## src/rtl/irq_stat_pkg.sv

```systemverilog
package irq_stat_pkg;
  // Strobes from the control decode to the status datapath
  typedef struct packed {
    logic raise;
    logic ack;
    logic rdStat;
  } irqStrobe_t;
endpackage

```

## src/rtl/irq_stat_ctrl.sv

```systemverilog
module irq_stat_ctrl
  import irq_stat_pkg::*;
#(
  parameter int ADDR_W = 8,
  parameter logic [ADDR_W-1:0] STAT_OFS  = 8'h24,
  parameter logic [ADDR_W-1:0] RAISE_OFS = 8'h60,
  parameter logic [ADDR_W-1:0] ACK_OFS   = 8'h64
) (
  input  logic              clk,
  input  logic              rstN,
  input  logic              busWr,
  input  logic [ADDR_W-1:0] busAddr,
  input  logic              msgMode,
  input  logic              statNz,
  output irqStrobe_t        stb,
  output logic              irqLevel,
  output logic              irqMsgPulse
);
  logic prevNz;

  always_comb begin
    stb.raise  = busWr && (busAddr == RAISE_OFS);
    stb.ack    = busWr && (busAddr == ACK_OFS);
    stb.rdStat = (busAddr == STAT_OFS);
  end

  // Remembers whether the word was non-empty in the previous cycle
  always_ff @(posedge clk) begin
    if (!rstN) prevNz <= 1'b0;
    else       prevNz <= statNz;
  end

  assign irqLevel    = statNz && !msgMode;
  assign irqMsgPulse = statNz && msgMode && !prevNz;

  // one address per write, so raise and ack never coincide
  a_r3_strobe_excl: assert property (@(posedge clk) disable iff (!rstN)
    $onehot0({stb.raise, stb.ack}));
  // message pulse lasts a single cycle
  a_r8_pulse_single: assert property (@(posedge clk) disable iff (!rstN)
    irqMsgPulse |=> !irqMsgPulse);
  // a pulse follows a cycle with an empty word
  a_r8_pulse_after_empty: assert property (@(posedge clk) disable iff (!rstN)
    irqMsgPulse |-> !$past(statNz));
  // both notifications never active together
  a_r7_mode_excl: assert property (@(posedge clk) disable iff (!rstN)
    !(irqLevel && irqMsgPulse));
endmodule

```

## src/rtl/irq_stat_dp.sv

```systemverilog
module irq_stat_dp
  import irq_stat_pkg::*;
#(
  parameter int STAT_W  = 32,
  parameter int NUM_SRC = 2,
  localparam int SET_W  = STAT_W * NUM_SRC
) (
  input  logic              clk,
  input  logic              rstN,
  input  irqStrobe_t        stb,
  input  logic [STAT_W-1:0] wrData,
  input  logic [SET_W-1:0]  engSet,
  output logic [STAT_W-1:0] rdData,
  output logic              statNz
);
  logic [STAT_W-1:0] status;
  logic [STAT_W-1:0] srcOr [NUM_SRC+1];
  logic [STAT_W-1:0] engAll;
  logic [STAT_W-1:0] setMask;
  logic [STAT_W-1:0] clrMask;

  // OR-reduce engine request words
  assign srcOr[0] = '0;
  for (genvar k = 0; k < NUM_SRC; k++) begin : g_src
    assign srcOr[k+1] = srcOr[k] | engSet[k*STAT_W +: STAT_W];
  end
  assign engAll = srcOr[NUM_SRC];

  assign setMask = engAll | (stb.raise ? wrData : '0);
  assign clrMask = stb.ack ? wrData : '0;

  // Set wins over clear on the same bit
  always_ff @(posedge clk) begin
    if (!rstN) status <= '0;
    else       status <= (status & ~clrMask) | setMask;
  end

  assign statNz = |status;
  assign rdData = stb.rdStat ? status : '0;

  // raised bits are present next cycle
  a_r3_raise_sets: assert property (@(posedge clk) disable iff (!rstN)
    stb.raise |=> ((status & $past(wrData)) == $past(wrData)));
  // acknowledged bits vanish when no engine requests them
  a_r4_ack_clears: assert property (@(posedge clk) disable iff (!rstN)
    (stb.ack && engAll == '0) |=> ((status & $past(wrData)) == '0));
  // engine requests always land, even against an ack
  a_r6_eng_sets: assert property (@(posedge clk) disable iff (!rstN)
    (engAll != '0) |=> ((status & $past(engAll)) == $past(engAll)));
  // without any request the word holds
  a_r9_hold: assert property (@(posedge clk) disable iff (!rstN)
    (!stb.raise && !stb.ack && engAll == '0) |=> $stable(status));
endmodule

```

## src/rtl/irq_stat_top.sv

```systemverilog
module irq_stat_top
  import irq_stat_pkg::*;
#(
  parameter int ADDR_W  = 8,
  parameter int STAT_W  = 32,
  parameter int NUM_SRC = 2,
  localparam int SET_W  = STAT_W * NUM_SRC
) (
  input  logic              clk,
  input  logic              rstN,
  input  logic              busWr,
  input  logic [ADDR_W-1:0] busAddr,
  input  logic [STAT_W-1:0] busWrData,
  output logic [STAT_W-1:0] busRdData,
  input  logic [SET_W-1:0]  engSet,
  input  logic              msgMode,
  output logic              irqLevel,
  output logic              irqMsgPulse
);
  irqStrobe_t stb;
  logic       statNz;

  irq_stat_ctrl #(.ADDR_W(ADDR_W)) u_ctrl (
    .clk(clk), .rstN(rstN), .busWr(busWr), .busAddr(busAddr),
    .msgMode(msgMode), .statNz(statNz), .stb(stb),
    .irqLevel(irqLevel), .irqMsgPulse(irqMsgPulse)
  );

  irq_stat_dp #(.STAT_W(STAT_W), .NUM_SRC(NUM_SRC)) u_dp (
    .clk(clk), .rstN(rstN), .stb(stb), .wrData(busWrData),
    .engSet(engSet), .rdData(busRdData), .statNz(statNz)
  );
endmodule

```

## config.mk

```make
export PLATFORM = sky130hd
export DESIGN_NAME = irq_stat_top
export DESIGN_NICKNAME = d
export VERILOG_FILES = /design/src/rtl/irq_stat_pkg.sv /design/src/rtl/irq_stat_ctrl.sv /design/src/rtl/irq_stat_dp.sv /design/src/rtl/irq_stat_top.sv
export SDC_FILE = /design/constraint.sdc
export NUM_CORES = 1
export LEC_CHECK = 0
export BUFFER_PORTS_ARGS = -buffer_cell sky130_fd_sc_hd__buf_2
export CAP_MARGIN = 40
export CORE_MARGIN = 2
export CORE_UTILIZATION = 48
export DETAILED_ROUTE_END_ITERATION = 8
export PLACE_DENSITY = 0.86
export RECOVER_POWER = 100
export SYNTH_ARGS = -nofsm -noshare
export SYNTH_HDL_FRONTEND = slang
export SYNTH_SLANG_ARGS = --single-unit
```

## constraint.sdc

```tcl
create_clock -name clk -period 3.9 [get_ports clk]
set_clock_uncertainty 0.2 [all_clocks]
set_input_delay 0.195 -clock clk [delete_from_list [all_inputs] [get_ports clk]]
set_output_delay 0.195 -clock clk [all_outputs]
set_load 0.005 [all_outputs]
```

Word level (Yosys, flattened, before mapping). Index checks and enable logic that the tools add are counted.

Equality and inequality tests: 3. Bitwise operators: 5. Muxes and demuxes: 3. Reductions and logical operators: 8.

Operators with widths (number): $mux 32 (3); $or 32x32->32 (3); $and 32x32->32 (1); $not 32->32 (1); $reduce_or 32->1 (1); $eq 8x7->1 const B (2); $eq 8x6->1 const B (1); $logic_and 1x1->1 (5); $logic_not 1->1 (2).

Input port bits: 108. Word-level logic and storage cells: 21. Output and inout port bits: 34. Register bits: 33.

Depth between registers and ports, before layout.
Depth after elaboration: 6. Mapped depth: 5. Gate-level depth less buffers: 3.

By module. From an unflattened synthesis, not the netlist that was laid out.

Cells, all modules: 227. Area, all modules: 1779.2 sq um.

Modules (own cells, without submodules): irq_stat_dp (times used 1, seq. area each 640.6 sq um, cells an instance 215, area each 1690.4 sq um); irq_stat_ctrl (times used 1, seq. area each 20.0 sq um, cells an instance 12, area each 88.8 sq um).

Worst setup path after synthesis. Ideal clock, no wire load.

Path kind: input-to-output. Start: input busAddr[4]. End: output busRdData[10]. Data required time: 3505 ps. Cell stages on the path: 5. Arrival: 1281 ps. Buffers on the path: 2. Path slack: 2224 ps. Cell sequence: or3b_1 -> buf_2 -> nor3b_4 -> buf_6 -> and2_1.

Longest elaborated chain between the ends: 2.

RTL lines: start: declaration (line irq_stat_top.sv:12) `input logic [ADDR_W-1:0] busAddr,`; $eq 8x6->1 (line irq_stat_ctrl.sv:24) `stb.rdStat = (busAddr == STAT_OFS);`; $mux 32 (line irq_stat_dp.sv:39) `assign rdData = stb.rdStat ? status : '0;`; end: declaration (line irq_stat_top.sv:14) `output logic [STAT_W-1:0] busRdData,`.

No other way between the ends.

Worst setup path after layout.
Start: input busAddr[2]. End: output busRdData[28].

Same word-level chain as after synthesis.

==> out/qor.csv <==
metric,value,unit
Worst setup EP type,primary output,
Routed Antenna Nets,0,
"Reg clk slew, reported paths",60,ps
arrival time at the worst endpoint,2370,ps
Initial Utilization,50.4,%
Final Hold Viols,0,
vias in the first global route,3085,
Detailed Route Iter0 Violations,263,
layout cells sized above 1,30.9,%
pin count of the biggest net entering global routing,34,
pre-CTS setup slack,1250,ps
"Min Clock Period, post-route",2770,ps
first-pass GRT wire length,14100,um
Max Clock Freq,0.361,GHz
Peak VDD IR,203,uV
register area share after synthesis,27.4,%
CTS tree,yes,
Longest Clk Path Bufs,2,
Synth cell types,20,
GPL Wtd Cong,0.818,
final setup fails,0,
fin. max-slew vios,0,
# IOs,142,
Area Growth Syn to Fin,55.7,%
cts repair resizes,0,
"Avg Cell Area, Syn",8.70,sq um
Synth Net Count,385,
GRT Total Usage,32.6,%
Crit Path Category,input port to primary output,
Hold Crit Class,input port to register,
post-layout util,78.4,%
Leak,0.00164,uW
Synth Instances,277,
TritonCTS buffer count,5,
core area,4790,sq um
Worst path max stage delay,550,ps
DP HPWL,5650,um
FP Rows,25,
mux share of post-synthesis cell area,0,%
simple-gate share of the synthesized area,31.1,%
initial antenna violation count,0,
CTS Sinks,33,
"Power, Total",867,uW
critical path's slowest cell,nor3b_4,
drt wl/cell,17.2,um
Chip Width,74.9,um
CP Cell Sequence,buf_2 -> nor4b_1 -> buf_4 -> nor3b_4 -> buf_6 -> and2_0 -> buf_2,
Final Cycle Share,71.0,%
Post-Synth XOR/XNOR Area,0,%
CP Launch Type,input port,
drt pass-1 iters,4,
post-synthesis compound-gate area fraction,27.3,%
drt drc,0,
fin nets,573,
# hold bufs at CTS,64,
Via Count,3090,
max_slew headroom,52.1,%
Clock Latency Late Sink,290,ps
pwr dens,231,nW/um^2
final worst setup slack,1130,ps
Ant. Diodes,0,
Worst Path Max Fanout,33,
"FF+latch count, synth",33,
Setup Buffers After CTS,0,
Post-Synth Adder-Cell Area,0,%
outcome,finished clean,
actual slew at the worst max-slew pin,718,ps
Vias/cell,5.80,
IO Port Bufs,141,
Worst EP required,3500,ps
Total Routed Length,9170,um
total gr overflow,0,
most frequent cell on the critical path,buf_2,
RSZ-0062 raised after global routing,no,
Post-Route Setup TNS,0,ps
MaxCap Viol Count,0,
Mapped Area,2410,sq um
Yosys warning count,0,
main combinational cell family by area after synthesis,simple AND/OR/NAND/NOR gates,
height of the die,74.9,um
htree depth,2,
CTS Root Cell,clkbuf_8,
Die ar.,5610,sq um
[registers in the layout (all words and copies together), names as in the netlist]
| signal | count |
|---|---|
| u_dp.status | 32 |
| u_ctrl.prevNz | 1 |
[power by group]
part / internal, uW / switching, uW / total, uW
Sequential: 361 / 19.0 / 380
Combinational: 134 / 101 / 235
Clock: 124 / 128 / 252
Total: 619 / 248 / 867
[cells by family (layout without fill, tap and decap cells)]
| logic type | count (synthesis) | count (layout) |
|---|---|---|
| compound gates | 67 | 67 |
| buf+inv | 63 | 252 |
| flops | 33 | 33 |
| simple gates | 114 | 114 |
[Yosys cell counts (all sizes together)]
master,count,area [sq um]
inv,32,120
a41oi,32,280
o41a,32,360
nor4b,1,23.8
or3b,1,8.76
dfxtp,33,661
a21boi,1,7.51
nand2,1,3.75
a21oi,2,10.0
and4,2,17.5
nor4,40,250
and2,33,206
clkbuf,10,37.5
or3,1,6.26
nor3b,2,26.3
buf,21,185
nand2b,33,206
[layer usage]
layer	vias to the layer above	share of wire, %	GRT usage (%)	routed length [um]
met5	-	0	0	0
met4	0	3.1	15.9	280
met3	32	7.5	5.76	692
met2	183	51	58.6	4660
met1	1432	39	36.9	3540
li1	1443	-	-	-
[critical path, delay by kind of cell]
family	cells	cell delay, ps
buffers and inverters	4	1150
and+or+nand+nor	3	1000
[stage by stage]
stage               hold WS, ps  area, sq um  std cells
floorplan                   137         2410        277
global placement            224         3010        457
detailed placement          227         3060        461
CTS                         304         3780        533
global route                341         3750        533
finish                      322         3750        533
[final cells by class]
class | count | area, sq um
multi-input cells | 181 | 1400
well taps | 67 | 83.8
clock buffers | 6 | 72.6
repair buffers | 212 | 1410
flip-flops and latches | 33 | 661
fillers | 336 | 1030
inverters | 32 | 120
clock inverters | 2 | 10.0
[path summary, 6_finish.rpt]
path / from / end / slack [ps] / cells after the start
max: busAddr[2] / busRdData[28] / 1130 / 7
min: rstN / u_ctrl.prevNz / 320 / 2
max reg2reg: u_dp.status[28] / u_dp.status[28] / 2200 / 4
min reg2reg: u_dp.status[15] / u_ctrl.prevNz / 590 / 3
[cell usage in the layout (no fill, tap or decap), types with 2 or more instances in the layout]
cell type	count
nor4_1	40
clkbuf_8	5
a41oi_1	32
buf_4	3
buf_1	3
inv_1	32
a21oi_1	2
dfxtp_1	33
and2_1	19
and4_1	2
and2_0	14
dlygate4sd3_1	64
o41a_1	32
clkinv_2	2
nand2b_1	33
buf_8	3
buf_2	128
clkbuf_1	11
No activity file was read; power rests on OpenSTA's default activity.
